`src/rtl/rtc_pkg.sv`:
```
package rtc_pkg;
  localparam int ADDR_W = 3;
  localparam logic [ADDR_W-1:0] A_TMR    = 3'd0;
  localparam logic [ADDR_W-1:0] A_TRL    = 3'd1;
  localparam logic [ADDR_W-1:0] A_CLO    = 3'd2;
  localparam logic [ADDR_W-1:0] A_CHI    = 3'd3;
  localparam logic [ADDR_W-1:0] A_CRLLO  = 3'd4;
  localparam logic [ADDR_W-1:0] A_CRLHI  = 3'd5;
  localparam logic [ADDR_W-1:0] A_CTRL   = 3'd6;
  localparam int B_PRE = 0;
  localparam int B_INC = 1;
  localparam int B_DEC = 2;
  localparam int B_ETK = 3;
  localparam int B_EAL = 4;
endpackage

```
`src/rtl/rtc_prescale.sv`:
```
module rtc_prescale #(
  parameter int DIV_LOG2 = 3
) (
  input  logic clk,
  input  logic rst_n,
  input  logic en,
  input  logic pulse,
  output logic ev
);
  logic [DIV_LOG2-1:0] div_q;

  assign ev = en ? (pulse && (&div_q)) : pulse;

  always_ff @(posedge clk or negedge rst_n) begin
    if (!rst_n)     div_q <= '0;
    else if (!en)   div_q <= '0;
    else if (pulse) div_q <= div_q + 1'b1;
  end
endmodule

```
`src/rtl/rtc_reload_timer.sv`:
```
module rtc_reload_timer #(
  parameter int W = 16
) (
  input  logic         clk,
  input  logic         rst_n,
  input  logic         ev,
  input  logic [W-1:0] rel,
  input  logic         wr,
  input  logic [W-1:0] wr_val,
  input  logic         inc_req,
  input  logic         dec_req,
  output logic [W-1:0] t,
  output logic         wrap,
  output logic         inc_done,
  output logic         dec_done
);
  localparam logic [W-1:0] TOP  = '1;
  localparam logic [W-1:0] NEAR = TOP - 1'b1;

  function automatic logic [W-1:0] step(input logic [W-1:0] cur, input logic [W-1:0] rl,
                                        input logic up, input logic down);
    logic [W-1:0] base;
    base = (cur == TOP) ? rl : cur + 1'b1;
    return base + W'(up) - W'(down);
  endfunction

  logic live, adj_ok, near, inc_apply, dec_apply;

  assign live      = ev && !wr;
  assign adj_ok    = (rel != TOP);
  assign near      = (t >= NEAR);
  assign inc_apply = live && adj_ok && inc_req && !dec_req && !near;
  assign dec_apply = live && adj_ok && dec_req && !inc_req;
  assign wrap      = live && (t == TOP);
  assign inc_done  = live && inc_req && (!near || !adj_ok || dec_req);
  assign dec_done  = live && dec_req;

  always_ff @(posedge clk or negedge rst_n) begin
    if (!rst_n)    t <= '0;
    else if (wr)   t <= wr_val;
    else if (live) t <= step(t, rel, inc_apply, dec_apply);
  end
endmodule

```
`src/rtl/rtc_cascade.sv`:
```
module rtc_cascade #(
  parameter int HW = 16
) (
  input  logic            clk,
  input  logic            rst_n,
  input  logic            ev,
  input  logic [2*HW-1:0] rel,
  input  logic            wr_lo,
  input  logic            wr_hi,
  input  logic [HW-1:0]   wr_val,
  output logic [2*HW-1:0] cnt,
  output logic            ovf
);
  localparam int W = 2 * HW;

  function automatic logic [W-1:0] advance(input logic [W-1:0] cur, input logic [W-1:0] rl);
    return (cur == '1) ? rl : cur + 1'b1;
  endfunction

  logic live;
  assign live = ev && !wr_lo && !wr_hi;
  assign ovf  = live && (cnt == '1);

  always_ff @(posedge clk or negedge rst_n) begin
    if (!rst_n) cnt <= '0;
    else if (wr_lo || wr_hi) begin
      if (wr_lo) cnt[HW-1:0] <= wr_val;
      if (wr_hi) cnt[W-1:HW] <= wr_val;
    end
    else if (live) cnt <= advance(cnt, rel);
  end
endmodule

```
`src/rtl/rtc_tick_chain.sv`:
```
module rtc_tick_chain
  import rtc_pkg::*;
#(
  parameter int T_W      = 16,
  parameter int DIV_LOG2 = 3
) (
  input  logic              clk,
  input  logic              rst_n,
  input  logic              cnt_pulse,
  input  logic              wr_en,
  input  logic [ADDR_W-1:0] wr_addr,
  input  logic [T_W-1:0]    wr_data,
  input  logic [ADDR_W-1:0] rd_addr,
  output logic [T_W-1:0]    rd_data,
  input  logic [1:0]        irq_clr,
  output logic [1:0]        irq_flag,
  output logic              irq_o
);
  localparam int C_W = 2 * T_W;

  logic [T_W-1:0] rel16, rel_lo, rel_hi, t16;
  logic [C_W-1:0] cnt32;
  logic pre_en, inc_q, dec_q, en_tick, en_alarm;
  logic ev16, wrap16, ovf32, inc_done, dec_done;
  logic wr_t16, wr_clo, wr_chi, wr_ctrl;

  assign wr_t16  = wr_en && (wr_addr == A_TMR);
  assign wr_clo  = wr_en && (wr_addr == A_CLO);
  assign wr_chi  = wr_en && (wr_addr == A_CHI);
  assign wr_ctrl = wr_en && (wr_addr == A_CTRL);

  rtc_prescale #(.DIV_LOG2(DIV_LOG2)) u_pre (
    .clk(clk), .rst_n(rst_n), .en(pre_en), .pulse(cnt_pulse), .ev(ev16)
  );

  rtc_reload_timer #(.W(T_W)) u_t16 (
    .clk(clk), .rst_n(rst_n), .ev(ev16), .rel(rel16),
    .wr(wr_t16), .wr_val(wr_data), .inc_req(inc_q), .dec_req(dec_q),
    .t(t16), .wrap(wrap16), .inc_done(inc_done), .dec_done(dec_done)
  );

  rtc_cascade #(.HW(T_W)) u_c32 (
    .clk(clk), .rst_n(rst_n), .ev(wrap16), .rel({rel_hi, rel_lo}),
    .wr_lo(wr_clo), .wr_hi(wr_chi), .wr_val(wr_data),
    .cnt(cnt32), .ovf(ovf32)
  );

  always_ff @(posedge clk or negedge rst_n) begin
    if (!rst_n) begin
      rel16 <= '0; rel_lo <= '0; rel_hi <= '0;
      pre_en <= 1'b0; en_tick <= 1'b0; en_alarm <= 1'b0;
      inc_q <= 1'b0; dec_q <= 1'b0;
      irq_flag <= '0;
    end else begin
      if (wr_en && wr_addr == A_TRL)   rel16  <= wr_data;
      if (wr_en && wr_addr == A_CRLLO) rel_lo <= wr_data;
      if (wr_en && wr_addr == A_CRLHI) rel_hi <= wr_data;
      if (wr_ctrl) begin
        pre_en   <= wr_data[B_PRE];
        en_tick  <= wr_data[B_ETK];
        en_alarm <= wr_data[B_EAL];
      end
      if (wr_ctrl && wr_data[B_INC]) inc_q <= 1'b1;
      else if (inc_done)             inc_q <= 1'b0;
      if (wr_ctrl && wr_data[B_DEC]) dec_q <= 1'b1;
      else if (dec_done)             dec_q <= 1'b0;
      irq_flag <= (irq_flag & ~irq_clr) | {ovf32, wrap16};
    end
  end

  assign irq_o = (irq_flag[0] && en_tick) || (irq_flag[1] && en_alarm);

  always_comb begin
    rd_data = '0;
    case (rd_addr)
      A_TMR:   rd_data = t16;
      A_TRL:   rd_data = rel16;
      A_CLO:   rd_data = cnt32[T_W-1:0];
      A_CHI:   rd_data = cnt32[C_W-1:T_W];
      A_CRLLO: rd_data = rel_lo;
      A_CRLHI: rd_data = rel_hi;
      A_CTRL: begin
        rd_data[B_PRE] = pre_en;
        rd_data[B_INC] = inc_q;
        rd_data[B_DEC] = dec_q;
        rd_data[B_ETK] = en_tick;
        rd_data[B_EAL] = en_alarm;
      end
      default: rd_data = '0;
    endcase
  end
endmodule

```
`config.mk`:
```
export PLATFORM = sky130hd
export DESIGN_NAME = rtc_tick_chain
export DESIGN_NICKNAME = d
export VERILOG_FILES = /design/src/rtl/rtc_pkg.sv /design/src/rtl/rtc_prescale.sv /design/src/rtl/rtc_reload_timer.sv /design/src/rtl/rtc_cascade.sv /design/src/rtl/rtc_tick_chain.sv
export SDC_FILE = /design/constraint.sdc
export NUM_CORES = 1
export LEC_CHECK = 0
export BUFFER_PORTS_ARGS = -buffer_cell sky130_fd_sc_hd__buf_2
export CORE_MARGIN = 2
export CORE_UTILIZATION = 28
export DETAILED_ROUTE_END_ITERATION = 12
export HOLD_SLACK_MARGIN = 0.08
export SYNTH_ARGS = -nofsm -noshare
export SYNTH_HDL_FRONTEND = slang
export SYNTH_SLANG_ARGS = --single-unit
```
`constraint.sdc`:
```
create_clock -name clk -period 9.07 [get_ports clk]
set_clock_uncertainty 0.2 [all_clocks]
set_input_delay 1.3605 -clock clk [delete_from_list [all_inputs] [get_ports clk]]
set_output_delay 1.3605 -clock clk [all_outputs]
set_load 0.01 [all_outputs]
```
==> impl_metrics.yaml <==
synth:
  avgSynthCellArea_um2: 8.89
  synth_seq_cells: 106
  synth_area_um2: 7360
  synth.largest_area_cell: "dfrtp_1"
  ys_seq_area_share_pct: 36.1
  syn_nets: 878
  ys_top_cells_by_area: "dfrtp_1 36%, mux2_2 8.6%, a21oi_1 5.0%, nand2_1 4.0%, nor2_1 3.7%"
  syn_inst: 828
  synth_edf_count: 0
  netlist.area_leader.share_pct: 36.1
  ys.flop_type: "dfrtp_1"
  yosysUniqueCellTypes: 67
  async_reset_ff_share_pct: 100
  synth_warnings: 0
detailed_routing:
  wl_per_cell_um: 20.5
  drtIter0Drc: 645
  drc: 0
  dr.pass1.iters: 5
  vias_per_cell: 5.65
  routed_wl_mm: 24.3
  vias: 6689
  drtAntennaViolNets: 0
clocking:
  cts_setup_buffers: 0
  tritoncts: "built"
  cts_sinks: 106
  cts_hold_buf: 0
  clock_latency_ps: 370
  cts_root_buffer: "clkbuf_16"
  cts_resized: 0
  clockBufferDepth: 2
  clkTransAtPathRegs_ps: 80
  cts_htree_levels: 3
  numCtsBuffers: 9
finish:
  finish.instance_area_um2: 8200
  nets: 893
  final_common_cell: "dfrtp_1"
  areaGrowthSynthToFinish_pct: 11.4
  fin_util_pct: 31.6
  antenna_cells: 0
  fillers: 2701
  drive_gt1_share_pct: 16.5
  layout_common_cells: "106 x dfrtp_1, 79 x nand2_1, 74 x a21oi_1"
sta:
  rsz0062_at_grt: "false"
  relSlewSlack_pct: 21.6
  hold_viol: 0
  hold_ws_ps: 346
  fin_crit_sh_pct: 57.0
  maxSlewViolCount: 0
  setup_violations: 0
  tns_ps: 0
  worst_pin_slew_ps: 1180
  max_freq_mhz: 194
  period_needed_ps: 5170
global_route:
  grt_pass1_wl_mm: 38.0
  track_usage_pct: 17.7
  grt_overflow: 0
  grt_antenna_before_repair: 0
  grt_max_degree: 79
  first_global_vias: 6382
power:
  p_leak_nw: 3.41
  powerDensity_nw_per_um2: 270
  ir_worst_vdd_uv: 134
worst_setup_path:
  crit_path_start_kind: "input pin"
  critPathMaxStageDelay_ps: 960
  cp_data_required_time_ps: 7510
  critical_path_class: "input pin to output port"
  cp.arrival_ps: 3610
  cp_max_fo: 36
  path_cells: "buf_2 > nor2b_1 > nand2_1 > o21ai_0 > a22oi_1 > o21ai_0 > buf_2"
  end_kind: "output port"
  cp_slowest_cell: "nor2b_1"
run:
  cap_violations: 0
die:
  rows: 59
  fp.dieH_um: 166
  pin_count: 47
  fp.dieArea_um2: 27600
  initial_core_util_pct: 28.4
  fp.dieW_um: 166
  core_um2: 25900
placement:
  place_area_um2: 7890
  gp_congestion: 0.948
  dp_hpwl_mm: 17.9
  portBuffers: 46
status:
  outcome: "completed"
hold_path:
  hp-class: "flop to flop"
-- sequential cells by signal (all words and copies together) (netlist names) --
name         flops
u_c32.cnt       32
en_tick          1
rel16           16
irq_flag         2
dec_q            1
pre_en           1
inc_q            1
rel_hi          16
u_pre.div_q      3
u_t16.t         16
en_alarm         1
rel_lo          16
-- layout make-up --
| cell class | count | area [um^2] | area share, % |
|---|---|---|---|
| Multi-Input combinational cell | 644 | 4420 | 53.9 |
| Sequential cell | 106 | 2650 | 32.4 |
| Tap cell | 335 | 419 | 5.11 |
| Timing Repair Buffer | 55 | 300 | 3.66 |
| Clock buffer | 9 | 225 | 2.75 |
| Inverter | 27 | 101 | 1.24 |
| Clock inverter | 7 | 76.3 | 0.931 |
-- critical path: cells and delay by family --
kind / cells / cell delay (ps)
AO/OA/AOI/OAI: 3 / 400
buffers and inverters: 2 / 730
AND/OR/NAND/NOR: 2 / 1080
-- cell usage after synthesis, types with 4 or more instances --
cell type	number
nand3_1	25
a41oi_1	4
a21oi_1	74
nand4_1	21
buf_1	4
xor2_1	14
o22a_1	7
dfrtp_1	106
o211ai_1	5
mux2_2	56
inv_1	26
nand2_1	79
a21o_1	10
ha_1	21
a22oi_1	12
nor4_1	5
nor3_1	12
o21ai_1	6
a31oi_1	19
a22o_1	5
clkbuf_1	41
xnor2_1	23
and3_1	7
o22ai_1	7
o21ai_0	46
a211oi_1	12
nor2b_1	5
o21a_1	13
mux4_2	4
nor2_1	73
mux2i_1	27
-- where the power goes --
group	leakage, nW	switching [mW]	internal (mW)
Clock	0.149	0.211	0.197
Combinational	1.97	0.523	0.474
Sequential	1.30	0.208	0.597
-- per-stage QoR --
stage	setup slack [ps]	power, mW	instances
3_5_place_dp	3610	1.80	1167
5_1_grt	3690	2.38	1183
3_3_place_gp	3710	1.79	1167
4_1_cts	3980	2.21	1183
2_1_floorplan	4330	1.52	828
6_report	3900	2.21	1183
-- routing by layer --
layer / vias up / part of all wire (%) / track usage [%]
met3: 51 / 5.6 / 2.69
met1: 3300 / 44 / 23.4
li1: 3082 / - / -
met5: - / 0 / 0
met2: 256 / 48 / 29.2
met4: 0 / 2.9 / 6.58
-- logic make-up (layout without fill, tap and decap cells) --
logic type	after synthesis	count (layout)	share of synthesized area (%)
XOR/XNOR	37	37	4.40
buffers and inverters	78	98	4.34
AND/OR/NAND/NOR	254	254	16.7
adder cells (fa/ha/maj)	22	22	3.84
multiplexers	88	88	13.8
flip-flops	106	106	36.1
AO/OA/AOI/OAI	243	243	20.8
-- path summary, 6_finish.rpt --
kind	to	cells after the start	startpoint	slack, ps
min reg2reg	rel_hi[2]	1	rel_hi[2]	350
max in group asynchronous	u_c32.cnt[29]	2	rst_n	6600
max	rd_data[6]	7	rd_addr[1]	3900
max reg2reg	u_t16.t[14]	15	u_t16.t[1]	4660
min	rel_hi[2]	1	rel_hi[2]	350
min in group asynchronous	u_c32.cnt[19]	1	rst_n	700
Note: power is estimated with default switching activity, not from simulation.
